===== src/rtl/sfs_pkg.sv =====
package sfs_pkg;
  typedef enum logic [1:0] {
    OP_PUSH = 2'd0,
    OP_POP  = 2'd1,
    OP_CALL = 2'd2,
    OP_RET  = 2'd3
  } sfs_op_e;

  typedef enum logic [2:0] {
    ST_IDLE       = 3'd0,
    ST_PUSH_WR    = 3'd1,
    ST_POP_RD     = 3'd2,
    ST_CALL_LINK  = 3'd3,
    ST_CALL_FRAME = 3'd4,
    ST_RET_FRAME  = 3'd5,
    ST_RET_LINK   = 3'd6
  } sfs_state_e;

  function automatic logic state_is_write(sfs_state_e s);
    return (s == ST_PUSH_WR) || (s == ST_CALL_LINK) || (s == ST_CALL_FRAME);
  endfunction

  function automatic logic state_is_read(sfs_state_e s);
    return (s == ST_POP_RD) || (s == ST_RET_FRAME) || (s == ST_RET_LINK);
  endfunction

  function automatic logic state_is_last(sfs_state_e s);
    return (s == ST_PUSH_WR) || (s == ST_POP_RD) ||
           (s == ST_CALL_FRAME) || (s == ST_RET_LINK);
  endfunction
endpackage


===== src/rtl/sfs_fsm.sv =====
module sfs_fsm
  import sfs_pkg::*;
(
  input  logic       clk,
  input  logic       rst_n,
  input  logic       cmd_valid,
  input  logic [1:0] cmd_op,
  input  logic       mem_rdy,
  output sfs_state_e state,
  output logic       busy,
  output logic       accept,
  output logic       step_fire,
  output logic       seq_end,
  output logic       done
);
  sfs_state_e state_q, state_d;

  assign state     = state_q;
  assign busy      = (state_q != ST_IDLE);
  assign accept    = cmd_valid && (state_q == ST_IDLE);
  assign step_fire = busy && mem_rdy;
  assign seq_end   = step_fire && state_is_last(state_q);

  always_comb begin
    state_d = state_q;
    case (state_q)
      ST_IDLE: begin
        if (accept) begin
          case (sfs_op_e'(cmd_op))
            OP_PUSH: state_d = ST_PUSH_WR;
            OP_POP:  state_d = ST_POP_RD;
            OP_CALL: state_d = ST_CALL_LINK;
            default: state_d = ST_RET_FRAME;
          endcase
        end
      end
      ST_CALL_LINK: if (mem_rdy) state_d = ST_CALL_FRAME;
      ST_RET_FRAME: if (mem_rdy) state_d = ST_RET_LINK;
      default:      if (mem_rdy) state_d = ST_IDLE;
    endcase
  end

  always_ff @(posedge clk) begin
    if (!rst_n) begin
      state_q <= ST_IDLE;
      done    <= 1'b0;
    end else begin
      state_q <= state_d;
      done    <= seq_end;
    end
  end
endmodule


===== src/rtl/sfs_ptr_file.sv =====
module sfs_ptr_file
  import sfs_pkg::*;
#(
  parameter int unsigned       W            = 64,
  parameter logic [W-1:0]      TOP_OF_STACK = '1
) (
  input  logic         clk,
  input  logic         rst_n,
  input  logic         accept,
  input  logic [1:0]   cmd_op,
  input  sfs_state_e   state,
  input  logic         step_fire,
  input  logic [W-1:0] push_data,
  input  logic [W-1:0] call_target,
  input  logic [W-1:0] cur_pc,
  input  logic [W-1:0] mem_rdata,
  output logic [W-1:0] sp,
  output logic [W-1:0] sf,
  output logic [W-1:0] pc,
  output logic [W-1:0] pop_data,
  output logic [W-1:0] opnd_q,
  output logic [W-1:0] link_q
);
  localparam logic [W-1:0] ONE = W'(1);

  logic [W-1:0] tgt_q;

  function automatic logic [W-1:0] sp_after_push(logic [W-1:0] p);
    return p - ONE;
  endfunction

  function automatic logic [W-1:0] sp_before_pop(logic [W-1:0] p);
    return p + ONE;
  endfunction

  function automatic logic [W-1:0] link_of(logic [W-1:0] p);
    return p + ONE;
  endfunction

  always_ff @(posedge clk) begin
    if (!rst_n) begin
      sp       <= TOP_OF_STACK;
      sf       <= TOP_OF_STACK;
      pc       <= '0;
      pop_data <= '0;
      opnd_q   <= '0;
      link_q   <= '0;
      tgt_q    <= '0;
    end else if (accept) begin
      case (sfs_op_e'(cmd_op))
        OP_PUSH: opnd_q <= push_data;
        OP_POP:  sp     <= sp_before_pop(sp);
        OP_CALL: begin
          link_q <= link_of(cur_pc);
          tgt_q  <= call_target;
        end
        default: sp <= sp_before_pop(sf);
      endcase
    end else if (step_fire) begin
      case (state)
        ST_PUSH_WR:   sp <= sp_after_push(sp);
        ST_POP_RD:    pop_data <= mem_rdata;
        ST_CALL_LINK: sp <= sp_after_push(sp);
        ST_CALL_FRAME: begin
          sp <= sp_after_push(sp);
          sf <= sp_after_push(sp);
          pc <= tgt_q;
        end
        ST_RET_FRAME: begin
          sf <= mem_rdata;
          sp <= sp_before_pop(sp);
        end
        ST_RET_LINK:  pc <= mem_rdata;
        default: ;
      endcase
    end
  end
endmodule


===== src/rtl/sfs_mem_port.sv =====
module sfs_mem_port
  import sfs_pkg::*;
#(
  parameter int unsigned W = 64
) (
  input  sfs_state_e   state,
  input  logic [W-1:0] sp,
  input  logic [W-1:0] sf,
  input  logic [W-1:0] opnd_q,
  input  logic [W-1:0] link_q,
  output logic [W-1:0] mem_addr,
  output logic [W-1:0] mem_wdata,
  output logic         mem_we,
  output logic         mem_re
);
  assign mem_addr = sp;
  assign mem_we   = state_is_write(state);
  assign mem_re   = state_is_read(state);

  always_comb begin
    case (state)
      ST_PUSH_WR:    mem_wdata = opnd_q;
      ST_CALL_LINK:  mem_wdata = link_q;
      ST_CALL_FRAME: mem_wdata = sf;
      default:       mem_wdata = '0;
    endcase
  end
endmodule


===== src/rtl/stack_frame_seq.sv =====
module stack_frame_seq
  import sfs_pkg::*;
#(
  parameter int unsigned            DATA_W       = 64,
  parameter logic [DATA_W-1:0]      TOP_OF_STACK = '1
) (
  input  logic              clk,
  input  logic              rst_n,
  input  logic              cmd_valid,
  input  logic [1:0]        cmd_op,
  input  logic [DATA_W-1:0] push_data,
  input  logic [DATA_W-1:0] call_target,
  input  logic [DATA_W-1:0] cur_pc,
  input  logic [DATA_W-1:0] mem_rdata,
  input  logic              mem_rdy,
  output logic [DATA_W-1:0] mem_addr,
  output logic [DATA_W-1:0] mem_wdata,
  output logic              mem_we,
  output logic              mem_re,
  output logic [DATA_W-1:0] pop_data,
  output logic [DATA_W-1:0] pc_o,
  output logic [DATA_W-1:0] sp_o,
  output logic [DATA_W-1:0] sf_o,
  output logic              busy,
  output logic              done
);
  sfs_state_e        state;
  logic              accept;
  logic              step_fire;
  logic              seq_end;
  logic [DATA_W-1:0] opnd_q;
  logic [DATA_W-1:0] link_q;

  sfs_fsm u_fsm (
    .clk       (clk),
    .rst_n     (rst_n),
    .cmd_valid (cmd_valid),
    .cmd_op    (cmd_op),
    .mem_rdy   (mem_rdy),
    .state     (state),
    .busy      (busy),
    .accept    (accept),
    .step_fire (step_fire),
    .seq_end   (seq_end),
    .done      (done)
  );

  sfs_ptr_file #(.W(DATA_W), .TOP_OF_STACK(TOP_OF_STACK)) u_ptr (
    .clk         (clk),
    .rst_n       (rst_n),
    .accept      (accept),
    .cmd_op      (cmd_op),
    .state       (state),
    .step_fire   (step_fire),
    .push_data   (push_data),
    .call_target (call_target),
    .cur_pc      (cur_pc),
    .mem_rdata   (mem_rdata),
    .sp          (sp_o),
    .sf          (sf_o),
    .pc          (pc_o),
    .pop_data    (pop_data),
    .opnd_q      (opnd_q),
    .link_q      (link_q)
  );

  sfs_mem_port #(.W(DATA_W)) u_port (
    .state     (state),
    .sp        (sp_o),
    .sf        (sf_o),
    .opnd_q    (opnd_q),
    .link_q    (link_q),
    .mem_addr  (mem_addr),
    .mem_wdata (mem_wdata),
    .mem_we    (mem_we),
    .mem_re    (mem_re)
  );
endmodule


===== config.mk =====
export PLATFORM = sky130hd
export DESIGN_NAME = stack_frame_seq
export DESIGN_NICKNAME = d
export VERILOG_FILES = /design/src/rtl/sfs_pkg.sv /design/src/rtl/sfs_fsm.sv /design/src/rtl/sfs_ptr_file.sv /design/src/rtl/sfs_mem_port.sv /design/src/rtl/stack_frame_seq.sv
export SDC_FILE = /design/constraint.sdc
export NUM_CORES = 1
export LEC_CHECK = 0
export ABC_CLOCK_PERIOD_IN_PS = 2650
export BUFFER_PORTS_ARGS = -buffer_cell sky130_fd_sc_hd__buf_2
export CAP_MARGIN = 5
export CORE_MARGIN = 10
export CORE_UTILIZATION = 45
export DETAILED_ROUTE_END_ITERATION = 8
export PLACE_DENSITY_LB_ADDON = 0.12
export REMOVE_ABC_BUFFERS = 1
export SETUP_SLACK_MARGIN = 0.1
export SYNTH_ARGS = -nofsm -noshare
export SYNTH_HDL_FRONTEND = slang
export SYNTH_SLANG_ARGS = --single-unit

===== constraint.sdc =====
create_clock -name clk -period 2.65 [get_ports clk]
set_input_delay 0.3975 -clock clk [delete_from_list [all_inputs] [get_ports clk]]
set_output_delay 0.3975 -clock clk [all_outputs]
set_load 0.02 [all_outputs]

==> impl_metrics.json, run 1 <==
{
  "status": "finished with violations",
  "violations": "setup timing",
  "fp.dieW_um": 256,
  "setup_ws_ps": -10.9,
  "synth-edff-count": 0,
  "maxSlewViolCount": 0,
  "synth_area_mm2": 0.0251,
  "yosys.area.top_type_share_pct": 36.0,
  "cp.arrival_ps": 3170,
  "track_usage_pct": 33.3,
  "end_kind": "flip-flop",
  "synthArstFlopShare_pct": 0,
  "cts-root-buf": "clkbuf_16",
  "grt_pass1_wl_um": 171000,
  "final.min_clock_period_ps": 2660,
  "min_path_cells": 3,
  "period_share_pct": 100,
  "finalHoldViolCount": 0,
  "drt_iter0_markers": 3101,
  "synth_cell_types": 76,
  "syn_to_final_growth_pct": 39.4,
  "clk_latency_ps": 630,
  "critPathKind": "reg -> reg",
  "dp_slack_ps": -144,
  "antenna_left": 0,
  "r2r-end": "u_ptr.sp[55]$_SDFFE_PN1P_",
  "start_util_pct": 45.5,
  "place_congestion": 0.990,
  "antenna_found_initial": 13,
  "drc_errors": 0,
  "nNetsFinal": 4413,
  "ys_top_cells_by_area": "dfxtp_1, nand2_1, a21oi_1",
  "met1_usage_pct": 42.5,
  "postLayoutCellArea_mm2": 0.0350,
  "gr-total-overflow": 0,
  "io_pins": 650,
  "yosysSeqAreaShare_pct": 36.0,
  "slew_headroom_pct": 36.6,
  "fill_cells": 5067,
  "cts.htree.levels": 2,
  "clock_sinks": 452,
  "powerDensity_mw_per_mm2": 692,
  "whs_ps": 17.5,
  "grt_busiest_layer": "met2",
  "drtPass1Iterations": 6,
  "ys_warn_count": 0,
  "grt_max_degree": 142,
  "yosys.area.top_type": "dfxtp_1",
  "core_mm2": 0.0552,
  "clkTransAtPathRegs_ps": 70,
  "cts_buffers": 50,
  "worstMarginPinSlew_ps": 952,
  "clock_skew_ps": 25.4,
  "numPortBuffers": 649,
  "hpwl_um": 86200,
  "die_area_mm2": 0.0656,
  "fmax_ghz": 0.376,
  "ir_drop_mv": 0.555,
  "hold_end": "u_ptr.opnd_q[13]$_SDFFE_PN0P_",
  "cellLeakagePower_nw": 14.6,
  "std_cell_rows": 86,
  "drt-total-wl_um": 118000,
  "wl_per_cell_um": 23.9,
  "met3_usage_pct": 6.35,
  "drv_cap": 0,
  "grt_use_met2_pct": 55.2,
  "cts_tree": "built",
  "synthFlopType": "dfxtp_1",
  "crit_fanout": 4,
  "r2r_slack_ps": -10,
  "ys_seq_elements": 452,
  "crit_required_ps": 3160,
  "num_vias": 28700,
  "min_from": "push_data[13]",
  "p_total_mw": 24.2,
  "start_kind": "flip-flop",
  "clk_path_buf_depth": 3,
  "drive_gt1_share_pct": 33.9,
  "die_h_um": 256,
  "hp-class": "in -> reg",
  "dpl_cell_area_mm2": 0.0309,
  "grt_pass1_vias": 26900,
  "r2r_cells": 9,
  "rsz0062_at_grt": "yes",
  "setup_viol": 3,
  "r2r-start": "u_ptr.sp[33]$_SDFFE_PN1P_",
  "synth_cells": 3337,
  "avgViaCountPerCell": 5.81,
  "avgSynthCellArea_um2": 7.52
}
==> state kept, by name, indices dropped and copies added (netlist names) <==
signal and flops:
u_ptr.link_q 64, u_ptr.opnd_q 64, u_ptr.pc 64, u_ptr.pop_data 64, u_ptr.sf 64, u_ptr.sp 64, u_ptr.tgt_q 64, u_fsm.state 3
u_fsm.done 1
==> per-stage QoR <==
stage | setup TNS, ps | instances | utilization [%]
global placement | -381 | 4759 | 55.9
finish | -21.0 | 4938 | 63.4
detailed placement | -678 | 4759 | 55.9
CTS | 0 | 4904 | 60.8
floorplan | -1779950 | 2984 | -
global route | -412 | 4936 | 63.4
==> final cells by class <==
cell class / instances / area, µm² / area share (%)
diodes: 6 / 15.0 / 0.0429
clock buffers: 69 / 1470 / 4.21
clock inverters: 24 / 323 / 0.922
inverters: 33 / 131 / 0.375
multi-input cells: 2499 / 15500 / 44.2
flip-flops and latches: 452 / 9120 / 26.1
well taps: 748 / 936 / 2.67
repair buffers: 1107 / 7520 / 21.5
==> layout by cell type, fill, tap and decap left out, types with 20 or more instances in the layout <==
cell,count
o211ai_1,27
buf_12,25
nor3_1,47
nand4_1,69
nor2_1,257
mux2i_1,131
and4_1,27
buf_4,404
xor2_1,74
a211oi_1,110
xnor2_1,121
nand3_1,90
and3_1,25
nand2_2,24
buf_6,44
o21ai_2,36
a21oi_1,339
o21ai_0,147
dfxtp_2,20
dfxtp_1,420
buf_2,592
nand2_1,577
inv_1,30
clkbuf_16,52
dlygate4sd3_1,31
==> cell families (layout without fill, tap and decap cells) <==
| family | after synthesis | in the layout | synth area share, % |
|---|---|---|---|
| AOI/OAI and AO/OA | 832 | 832 | 19.9 |
| adders and majority gates | 8 | 8 | 0.399 |
| muxes | 133 | 133 | 5.31 |
| and+or+nand+nor | 1322 | 1322 | 24.4 |
| xor gates and xnor gates | 204 | 204 | 7.12 |
| buffers and inverters | 386 | 1233 | 6.83 |
| other | 0 | 6 | 0 |
| DFF | 452 | 452 | 36.0 |
==> cells in the mapped netlist (15+ instances only) <==
| cell type | n |
|---|---|
| a21oi_1 | 344 |
| and3_1 | 28 |
| and4_1 | 31 |
| o221ai_1 | 23 |
| dfxtp_1 | 452 |
| nand4_1 | 69 |
| inv_1 | 32 |
| nand3_1 | 99 |
| buf_1 | 20 |
| o21ai_0 | 199 |
| buf_4 | 65 |
| xnor2_1 | 127 |
| o22ai_1 | 17 |
| o211ai_1 | 27 |
| mux2i_1 | 132 |
| nor4_1 | 34 |
| nor2_1 | 272 |
| a211o_1 | 15 |
| clkbuf_1 | 256 |
| or3_1 | 18 |
| a211oi_1 | 110 |
| nand2_1 | 619 |
| and2_1 | 16 |
| nor3_1 | 65 |
| xor2_1 | 77 |
==> worst max-delay path by stage <==
stage / startpoint / to / slack [ps] / cells after the start
floorplan: rst_n / u_ptr.sp[37]$_SDFFE_PN1P_ / -4730 / 5
global placement: u_ptr.sf[33]$_SDFFE_PN1P_ / u_ptr.sp[54]$_SDFFE_PN1P_ / -170 / 8
detailed placement: u_ptr.sf[33]$_SDFFE_PN1P_ / u_ptr.sp[54]$_SDFFE_PN1P_ / -140 / 8
CTS: u_ptr.sf[30]$_SDFFE_PN1P_ / u_ptr.sp[54]$_SDFFE_PN1P_ / 20 / 8
global route: u_ptr.sp[33]$_SDFFE_PN1P_ / u_ptr.sp[55]$_SDFFE_PN1P_ / -120 / 9
finish: u_ptr.sp[33]$_SDFFE_PN1P_ / u_ptr.sp[55]$_SDFFE_PN1P_ / -10 / 9
==> worst max-delay path, stage by stage, from the launching register on <==
cell and delay [ps]:
dfxtp_4 360, nor4_4 310, nand4_1 160, buf_6 160
nor4_4 360, nand3b_4 110, or4_4 430, or4_4 490
o211ai_2 90, o21ai_2 70
==> per-layer routing <==
metal	part of all wire (%)	wire (µm)
met5	0.0059	7
met4	3.8	4510
met1	40	47600
met3	8.9	10400
met2	47	55400
==> power by group <==
part           switching, mW  total, mW  internal, mW
logic                   5.45       8.98          3.53
registers              0.369       7.61          7.24
clock network           3.13       7.62          4.49
==> what timing repair did <==
action | CTS | global route
buffers inserted | 19 | 29
gates cloned | 2 | 2
gates resized for setup | 92 | 362
hold endpoints to repair | 31 | 0
hold buffers | 31 | 0
pin swaps | 25 | 81
endpoints found under the setup margin | 102 | 138
Power figures use the tool's default switching activity.
==> run 2, diff against run 1 <==
==> constraint.sdc (replaced) <==
create_clock -name clk -period 2.65 [get_ports clk]
set_input_delay 0.1325 -clock clk [delete_from_list [all_inputs] [get_ports clk]]
set_output_delay 0.1325 -clock clk [all_outputs]
set_load 0.02 [all_outputs]
==> run 2 against run 1 <==
- critical path depth down 1
- sequential power about the same
- routed wire length up 2.7%
- die area unchanged
- sequential share of layout area down 1.1 points
- first-iteration DRC count up 1.2%
- final area up 4.2%
- non-clock buffer count up 201
- worst setup slack worse by 12 ps
- sequential cell count unchanged
- the run still ends with setup timing left
- largest power group unchanged
- register-to-register slack about the same
- maximum frequency down 0.46%
==> impl_metrics.json, run 2 (synthesis gave the netlist of run 1 again) <==
{
  "cts_buffers": 52,
  "cts-root-buf": "clkbuf_16",
  "start_kind": "flip-flop",
  "period_share_pct": 101,
  "postLayoutCellArea_mm2": 0.0365,
  "cellLeakagePower_nw": 15.3,
  "cts.htree.levels": 2,
  "p_total_mw": 24.0,
  "clk_path_buf_depth": 3,
  "drtPass1Iterations": 9,
  "avgViaCountPerCell": 5.75,
  "place_congestion": 0.990,
  "hpwl_um": 85600,
  "finalHoldViolCount": 0,
  "numPortBuffers": 649,
  "cp_cell_sequence": "nand4_1, or4_1, or4_4, buf_6, or3_1, a21oi_2, a211oi_1, o21ai_2",
  "min_path_cells": 4,
  "drt_iter0_markers": 3139,
  "slew_headroom_pct": 36.6,
  "nNetsFinal": 4616,
  "hp-class": "in -> reg",
  "end_kind": "flip-flop",
  "crit_fanout": 6,
  "antenna_left": 0,
  "final.setup.tns_ps": -45.5,
  "path_delay_family": "simple AND/OR/NAND/NOR gates",
  "violations": "setup timing",
  "grt_pass1_wl_um": 179000,
  "final_common_cell": "buf_2",
  "drv_cap": 0,
  "dp_slack_ps": -148,
  "drt-total-wl_um": 121000,
  "clock_sinks": 452,
  "io_pins": 650,
  "hold_end": "u_ptr.link_q[8]$_SDFFE_PN0P_",
  "die_area_mm2": 0.0656,
  "num_vias": 29500,
  "r2r_slack_ps": -20,
  "grt_max_degree": 157,
  "status": "finished with violations",
  "critPathKind": "reg -> reg",
  "core_mm2": 0.0552,
  "r2r_cells": 8,
  "rsz0062_at_grt": "yes",
  "clock_skew_ps": 28.4,
  "setup_ws_ps": -23.1,
  "worst-path-buf-inv": 1,
  "critical_path.slowest_cell": "or4_4",
  "track_usage_pct": 34.6,
  "final_core_util_pct": 66.1,
  "worstMarginPinSlew_ps": 951,
  "r2r-end": "u_ptr.sp[55]$_SDFFE_PN1P_",
  "drc_errors": 0,
  "std_cell_rows": 86,
  "final.min_clock_period_ps": 2670,
  "drive_gt1_share_pct": 30.1,
  "clkTransAtPathRegs_ps": 60,
  "ir_drop_mv": 0.594,
  "grt_pass1_vias": 28600,
  "cts_tree": "built",
  "fp.dieW_um": 256,
  "dpl_cell_area_mm2": 0.0307,
  "layout_common_cells": "buf_2, nand2_1, dfxtp_1",
  "r2r-start": "u_ptr.sf[26]$_SDFFE_PN1P_",
  "maxSlewViolCount": 0,
  "gr-total-overflow": 0,
  "min_from": "cur_pc[7]",
  "wl_per_cell_um": 23.6,
  "antenna_found_initial": 3,
  "setup_viol": 2,
  "cp.arrival_ps": 3220,
  "fmax_ghz": 0.374,
  "crit_required_ps": 3200,
  "die_h_um": 256,
  "clk_latency_ps": 630,
  "cp_slowest_stage_delay_ps": 570,
  "powerDensity_mw_per_mm2": 658,
  "syn_to_final_growth_pct": 45.3,
  "start_util_pct": 45.5
}
-- run 2: cell types whose count changed in the layout (fill, tap and decap cells not counted), moves of 17 or more --
cell / before / now
nand2_1: 577 / 610
dlygate4sd3_1: 31 / 275
nand2_2: 24 / 7
o21ai_2: 36 / 3
buf_6: 44 / 19
buf_2: 592 / 641
o21ai_0: 147 / 196
buf_4: 404 / 341
-- run 2: worst max path at each step --
stage                                         start                   endpoint  cells past startpoint
after floorplan                               rst_n  u_ptr.sp[37]$_SDFFE_PN1P_                      5
after global placement    u_ptr.sf[33]$_SDFFE_PN1P_  u_ptr.sp[54]$_SDFFE_PN1P_                      8
after detailed placement  u_ptr.sf[32]$_SDFFE_PN1P_  u_ptr.sp[54]$_SDFFE_PN1P_                      8
after CTS                 u_ptr.sp[38]$_SDFFE_PN1P_  u_ptr.sp[55]$_SDFFE_PN1P_                      9
after global routing      u_ptr.sf[30]$_SDFFE_PN1P_  u_ptr.sp[54]$_SDFFE_PN1P_                      8
final                     u_ptr.sf[26]$_SDFFE_PN1P_  u_ptr.sp[55]$_SDFFE_PN1P_                      8
-- run 2: worst min-delay path: cells and delay by family --
family                 cells  cell delay (ps)
AO/OA/AOI/OAI              1              100
XOR/XNOR                   1              200
AND/OR/NAND/NOR            1               60
buffers and inverters      1              110
-- run 2: final cells by class --
cell class / count / area (µm²)
antenna: 3 / 7.51
clock inverter: 21 / 180
multi-input combinational: 2499 / 15200
sequential: 452 / 9100
timing repair buffer: 1308 / 9440
inverter: 33 / 131
fill: 4833 / 18700
tap: 748 / 936
clock buffer: 74 / 1520
-- run 2: what timing repair did --
action	4_1_cts	5_1_grt
gates cloned	4	1
endpoints found under the setup margin	88	132
setup buffers	15	14
pin swaps	17	56
hold endpoints to repair	359	0
hold buffers	275	0
resized for setup	58	168
-- run 2: power breakdown --
part | switching, mW | internal (mW)
Clock | 3.15 | 4.11
Sequential | 0.384 | 7.24
Combinational | 5.45 | 3.66
-- run 2: metrics by stage --
stage	hold WS (ps)	cells
6_report	41.2	5138
3_3_place_gp	368	4732
3_5_place_dp	376	4732
4_1_cts	2.54	5121
5_1_grt	61.5	5137
2_1_floorplan	192	2984
-- run 2: per-layer routing --
metal | vias up | global-route usage [%] | part of all wire [%]
met2 | 1550 | 56.7 | 46
met1 | 14000 | 43.5 | 40
met3 | 323 | 5.91 | 8.3
met5 | - | 0 | 0
li1 | 13700 | - | -
met4 | 0 | 16.7 | 5.1
